**config.mk**
```make
export PLATFORM = sky130hd
export DESIGN_NAME = bitap_conv
export DESIGN_NICKNAME = d
export VERILOG_FILES = /design/src/rtl/bitap_pkg.sv /design/src/rtl/bitap_frame.sv /design/src/rtl/bitap_taps.sv /design/src/rtl/bitap_core.sv /design/src/rtl/bitap_conv.sv
export SDC_FILE = /design/constraint.sdc
export NUM_CORES = 1
export LEC_CHECK = 0
export BUFFER_PORTS_ARGS = -buffer_cell sky130_fd_sc_hd__buf_2
export CAP_MARGIN = 25
export CORE_UTILIZATION = 53
export DETAILED_ROUTE_END_ITERATION = 8
export PLACE_DENSITY = 0.75
export SLEW_MARGIN = 15
export SYNTH_ARGS = -nofsm -noshare
export SYNTH_HDL_FRONTEND = slang
export SYNTH_SLANG_ARGS = --single-unit
```
**constraint.sdc**
```tcl
create_clock -name clk -period 3.37 [get_ports clk]
set_input_delay 0.337 -clock clk [delete_from_list [all_inputs] [get_ports clk]]
set_output_delay 0.337 -clock clk [all_outputs]
set_load 0.01 [all_outputs]
```
**src/rtl/bitap_pkg.sv**
```systemverilog
package bitap_pkg;

    // Width of one output digit: at most n taps can be active together.
    function automatic int smp_width(input int n);
        return $clog2(n + 1);
    endfunction

endpackage

```
**src/rtl/bitap_frame.sv**
```systemverilog
module bitap_frame #(
    parameter int N_BITS = 4
) (
    input  logic clk,
    input  logic rst_n,
    input  logic ce,
    input  logic word_start,
    output logic step_o,
    output logic start_o,
    output logic pad_o,
    output logic busy_o
);
    localparam int NS = 2 * N_BITS - 1;
    localparam int PW = $clog2(NS + 1);

    typedef struct packed {
        logic          active;
        logic [PW-1:0] pos;
    } frame_st_t;

    frame_st_t st_d, st_q;
    logic [PW-1:0] idx;

    always_comb begin
        st_d    = st_q;
        start_o = ce && !st_q.active && word_start;
        step_o  = ce && (st_q.active || word_start);
        idx     = start_o ? '0 : st_q.pos;
        pad_o   = (idx >= PW'(N_BITS));
        if (start_o) begin
            st_d.active = (NS > 1);
            st_d.pos    = PW'(1);
        end else if (ce && st_q.active) begin
            st_d.pos    = st_q.pos + PW'(1);
            st_d.active = (st_q.pos != PW'(NS - 1));
        end
    end

    always_ff @(posedge clk or negedge rst_n) begin
        if (!rst_n) st_q <= '0;
        else        st_q <= st_d;
    end

    assign busy_o = st_q.active;

    // a running frame never counts past its last position
    p_pos_bound_r3: assert property (@(posedge clk) disable iff (!rst_n)
        st_q.active |-> (st_q.pos >= PW'(1) && st_q.pos <= PW'(NS - 1)));

    // a stray strobe inside a frame neither restarts nor stalls it
    p_start_ignored_r6: assert property (@(posedge clk) disable iff (!rst_n)
        (st_q.active && ce && word_start && st_q.pos != PW'(NS - 1))
        |=> (st_q.pos == $past(st_q.pos) + PW'(1)));

endmodule

```
**src/rtl/bitap_taps.sv**
```systemverilog
module bitap_taps #(
    parameter int N_BITS = 4
) (
    input  logic              clk,
    input  logic              rst_n,
    input  logic              coef_load,
    input  logic [N_BITS-1:0] coef_word,
    input  logic              frame_busy,
    output logic [N_BITS-1:0] taps_o
);
    typedef struct packed {
        logic [N_BITS-1:0] taps;
        logic [N_BITS-1:0] pend;
        logic              pend_v;
    } tap_st_t;

    tap_st_t st_d, st_q;
    logic    apply;

    always_comb begin
        st_d  = st_q;
        apply = !frame_busy && st_q.pend_v;
        if (apply) begin
            st_d.taps   = st_q.pend;
            st_d.pend_v = 1'b0;
        end
        if (coef_load) begin
            st_d.pend   = coef_word;
            st_d.pend_v = 1'b1;
        end
        taps_o = apply ? st_q.pend : st_q.taps;
    end

    always_ff @(posedge clk or negedge rst_n) begin
        if (!rst_n) st_q <= '0;
        else        st_q <= st_d;
    end

    // the stored pattern cannot move while a frame is in flight
    p_taps_frozen_r7: assert property (@(posedge clk) disable iff (!rst_n)
        frame_busy |=> $stable(st_q.taps));

endmodule

```
**src/rtl/bitap_core.sv**
```systemverilog
module bitap_core #(
    parameter int N_BITS = 4,
    parameter int SW     = bitap_pkg::smp_width(N_BITS)
) (
    input  logic              clk,
    input  logic              rst_n,
    input  logic              step_i,
    input  logic              start_i,
    input  logic              pad_i,
    input  logic              din,
    input  logic [N_BITS-1:0] taps_i,
    output logic [SW-1:0]     smp_out,
    output logic              smp_valid
);
    typedef struct packed {
        logic [N_BITS-1:0] hist;
        logic [SW-1:0]     out;
        logic              valid;
    } core_st_t;

    core_st_t          st_d, st_q;
    logic              bit_in;
    logic [N_BITS-1:0] h;
    logic [SW-1:0]     acc;

    always_comb begin
        st_d       = st_q;
        st_d.valid = 1'b0;
        bit_in     = din && !pad_i;
        h          = (start_i ? '0 : (st_q.hist << 1)) | {{(N_BITS-1){1'b0}}, bit_in};
        acc        = '0;
        for (int i = 0; i < N_BITS; i++) begin
            acc = acc + SW'(taps_i[i] & h[i]);
        end
        if (step_i) begin
            st_d.hist  = h;
            st_d.out   = acc;
            st_d.valid = 1'b1;
        end
    end

    always_ff @(posedge clk or negedge rst_n) begin
        if (!rst_n) st_q <= '0;
        else        st_q <= st_d;
    end

    assign smp_out   = st_q.out;
    assign smp_valid = st_q.valid;

    // a padding position always enters the delay line as zero
    p_pad_zero_r4: assert property (@(posedge clk) disable iff (!rst_n)
        (step_i && pad_i) |=> !st_q.hist[0]);

    // a digit never exceeds the number of taps
    p_digit_max_r9: assert property (@(posedge clk) disable iff (!rst_n)
        st_q.out <= SW'(N_BITS));

endmodule

```
**src/rtl/bitap_conv.sv**
```systemverilog
module bitap_conv #(
    parameter int N_BITS = 4,
    parameter int SW     = bitap_pkg::smp_width(N_BITS)
) (
    input  logic              clk,
    input  logic              rst_n,
    input  logic              ce,
    input  logic              coef_load,
    input  logic [N_BITS-1:0] coef_word,
    input  logic              din,
    input  logic              word_start,
    output logic [SW-1:0]     smp_out,
    output logic              smp_valid
);
    logic              step, start, pad, busy;
    logic [N_BITS-1:0] taps;

    bitap_frame #(.N_BITS(N_BITS)) frame_i (
        .clk(clk), .rst_n(rst_n), .ce(ce), .word_start(word_start),
        .step_o(step), .start_o(start), .pad_o(pad), .busy_o(busy)
    );

    bitap_taps #(.N_BITS(N_BITS)) taps_i (
        .clk(clk), .rst_n(rst_n), .coef_load(coef_load), .coef_word(coef_word),
        .frame_busy(busy), .taps_o(taps)
    );

    bitap_core #(.N_BITS(N_BITS), .SW(SW)) core_i (
        .clk(clk), .rst_n(rst_n), .step_i(step), .start_i(start), .pad_i(pad),
        .din(din), .taps_i(taps), .smp_out(smp_out), .smp_valid(smp_valid)
    );

    // a disabled bit time produces no digit and leaves the output alone
    p_stall_quiet_r5: assert property (@(posedge clk) disable iff (!rst_n)
        !ce |=> (!smp_valid && $stable(smp_out)));

endmodule

```
==> metrics.md <==
| Metric | Value |
|---|---|
| Status | `complete, but fails checks` |
| Failing checks | `design-rule violations` |
| Post-synth EDFFs | `0` |
| Peak supply drop | `0.500 mV` |
| RR Endpoint | `core_i.smp_out[1]` |
| Pleak | `0.527 nW` |
| CP Class | `flip-flop to flip-flop` |
| Syn Nets | `85` |
| Async SR Flop Fraction | `1.00` |
| Area growth syn-to-layout | `10.0%` |
| RSZ-0062 raised after global routing | `no` |
| Clock latency on the worst-skew pair | `0.30 ns` |
| Routed vias/inst | `5.48` |
| Routed length per placed instance | `14.0 µm` |
| Longest Clk Path Bufs | `2` |
| CP top delay family | `adder cells` |
| DRC | `1` |
| Setup bufs post-CTS | `0` |
| Routed wire length | `1380 µm` |
| Post-route cell area | `1020 µm²` |
| Fillers | `125` |
| GRT Total Usage | `0.179` |
| Normalized max-slew margin | `0.711` |
| Fin crit period | `2.50 ns` |
| Class of the worst hold path | `input port to flip-flop` |
| Total negative setup slack | `0 ns` |
| Worst Skew | `0.00137 ns` |
| CTS tree | `yes` |
| Synth Area per Inst | `13.2 µm²` |
| Root buffer cell | `clkbuf_4` |
| Starting Density | `0.593` |
| Antenna violations before repair | `0` |
| Critical path, cell by cell | `nand2b_4 > mux2_2 > nand3_1 > fa_1 > inv_1 > ha_1 > ha_1 > mux2_2` |
| DIE AREA | `1920 µm²` |
| Largest net degree at the start of global routing | `21` |
| Power Density | `757 nW/µm²` |
| Worst Setup End Kind | `flip-flop` |
| CTS Buf Count | `3` |
| Sequential area share after synthesis | `0.541` |
| PortBufs | `13` |
| Ratio of final minimum period to clock period | `0.742` |
| Max-slew violations | `0` |
| Ports | `14` |
| Area of the core | `1560 µm²` |
| Placer congestion estimate | `0.728` |
| Final ANT Viol Nets | `0` |
| Share of the synthesized area in the top cell type | `0.541` |
| FP Rows | `14` |
| Cell taking the most area after synthesis | `dfrtp_1` |
| Worst Tran Pin Value | `0.434 ns` |
| Vias | `543` |
| Largest cells by area after synthesis | `dfrtp_1 (54%), mux2_2 (12%), ha_1 (5.4%)` |
| Finish-stage setup viols | `0` |
| # diodes | `0` |
| Synth cell types | `20` |
| R2r startpoint | `frame_i.busy_o` |
| Crit path buf inv count | `1` |
| NumNets Final | `99` |
| Number of max-cap violations | `0` |
| Synth Flop Type | `dfrtp_1` |
| Placement Cell Area | `971 µm²` |
| Levels on crit path | `8` |
| Crit path DAT | `2.70 ns` |
| GRT overflow | `0` |
| DR iter-0 viols | `10` |
| Crit-path max FO | `10` |
| Clk pin slew, worst setup/hold paths | `0.11 ns` |
| Crit path launch | `frame_i.busy_o` |
| Mapped cell area | `925 µm²` |
| Final hold violation count | `0` |
| CP peak stage delay | `0.56 ns` |
| TritonCTS Sinks | `20` |
| Seq cells post-synth | `20` |
| Yosys warns | `0` |
| Layout cell share with drive strength beyond 1 | `0.386` |
| WP data required | `3.57 ns` |
| Slowest-stage cell, CP | `fa_1` |
| Die Y | `43.8 µm` |
| Top cells by count, synth | `dfrtp_1 (20), mux2_2 (10), nand2_1 (7)` |
| Worst R2R Setup Slack | `0.87 ns` |
| Max frequency | `400 MHz` |
| Horiz. Die Dim | `43.8 µm` |
| Most numerous cell in the Yosys netlist | `dfrtp_1` |
| Kind of start point of the critical path | `flip-flop` |
| R2R cell count | `8` |
| First-pass GRT wire length | `2400 µm` |
| First-pass DRT Iterations | `6` |
| Vias in the first global route | `531` |
| Post-Synthesis Cells | `70` |
| # H-tree levels | `1` |
| Critical path destination | `core_i.smp_out[1]` |
## cell type report
class	instances	area [µm²]	area share
clock buffer	4	36.3	0.0357
inverter	5	18.8	0.0185
multi-input combinational	40	367	0.360
sequential	20	500	0.492
tap	16	20.0	0.0197
timing repair buffer	14	75.1	0.0738
## cell usage in the layout (no fill, tap or decap), types with 2 or more instances in the layout
cell / n
mux2_2: 10
ha_1: 4
mux2i_1: 2
o21ai_0: 2
nand2_1: 7
inv_1: 5
nand3_1: 4
dfrtp_1: 20
buf_2: 13
a32o_1: 3
clkbuf_4: 3
## metal layers
| layer | vias to the layer above | GRT usage | share of wire |
|---|---|---|---|
| met4 | 0 | 0.0938 | 0.025 |
| met1 | 259 | 0.240 | 0.48 |
| li1 | 265 | - | - |
| met2 | 14 | 0.275 | 0.45 |
| met3 | 5 | 0.0375 | 0.041 |
| met5 | - | 0 | 0 |
## worst min path at each step
stage / endpoint / from / slack, ns / cells after the start
floorplan: core_i.smp_out[0] / rst_n / 0.04 / 0
global placement: taps_i.st_q[4] / rst_n / 0.30 / 1
detailed placement: taps_i.st_q[4] / rst_n / 0.30 / 1
CTS: taps_i.st_q[1] / coef_word[0] / 0.25 / 2
global route: taps_i.st_q[3] / coef_word[2] / 0.25 / 2
finish: taps_i.st_q[1] / coef_word[0] / 0.25 / 2
## flip-flops by register name (all words and copies together) (netlist names)
register	count
core_i.smp_valid	1
taps_i.st_q	9
frame_i.st_q	3
core_i.st_q	3
frame_i.busy_o	1
core_i.smp_out	3
## worst register-to-register path: stages (launching register included)
cell	delay [ns]
dfrtp_1	0.52
nand2b_4	0.22
mux2_2	0.23
nand3_1	0.10
fa_1	0.56
inv_1	0.05
ha_1	0.19
ha_1	0.26
mux2_2	0.25
## cells by family (layout without fill, tap and decap cells)
logic type | after synthesis | in the layout | share of synthesized area
AND/OR/NAND/NOR | 14 | 14 | 0.0798
AO/OA/AOI/OAI | 8 | 8 | 0.0812
buffers and inverters | 10 | 23 | 0.0622
multiplexers | 13 | 13 | 0.160
flip-flops | 20 | 20 | 0.541
adder cells (fa/ha/maj) | 5 | 5 | 0.0758
## per-stage QoR
stage | setup WS (ns) | power, mW | hold slack [ns] | util | std cells
2_1_floorplan | 1.03 | 0.589 | 0.0414 | - | 70
3_3_place_gp | 0.943 | 0.620 | 0.299 | 0.623 | 94
3_5_place_dp | 0.878 | 0.639 | 0.303 | 0.623 | 94
4_1_cts | 0.861 | 0.778 | 0.251 | 0.652 | 99
5_1_grt | 0.709 | 0.831 | 0.249 | 0.652 | 99
6_report | 0.870 | 0.771 | 0.253 | 0.652 | 99
## where the power goes
| group | switching [mW] | total (mW) | internal (mW) | leakage [nW] |
|---|---|---|---|---|
| logic | 0.106 | 0.243 | 0.137 | 0.263 |
| clock network | 0.0734 | 0.139 | 0.0660 | 0.0210 |
| registers | 0.0662 | 0.388 | 0.322 | 0.243 |
| total | 0.246 | 0.771 | 0.525 | 0.527 |
## what timing repair did
item	4_1_cts	5_1_grt
endpoints found under the hold margin	20	0
resized for setup	0	0
hold buffers	1	0
No activity file was read; power rests on OpenSTA's default activity.
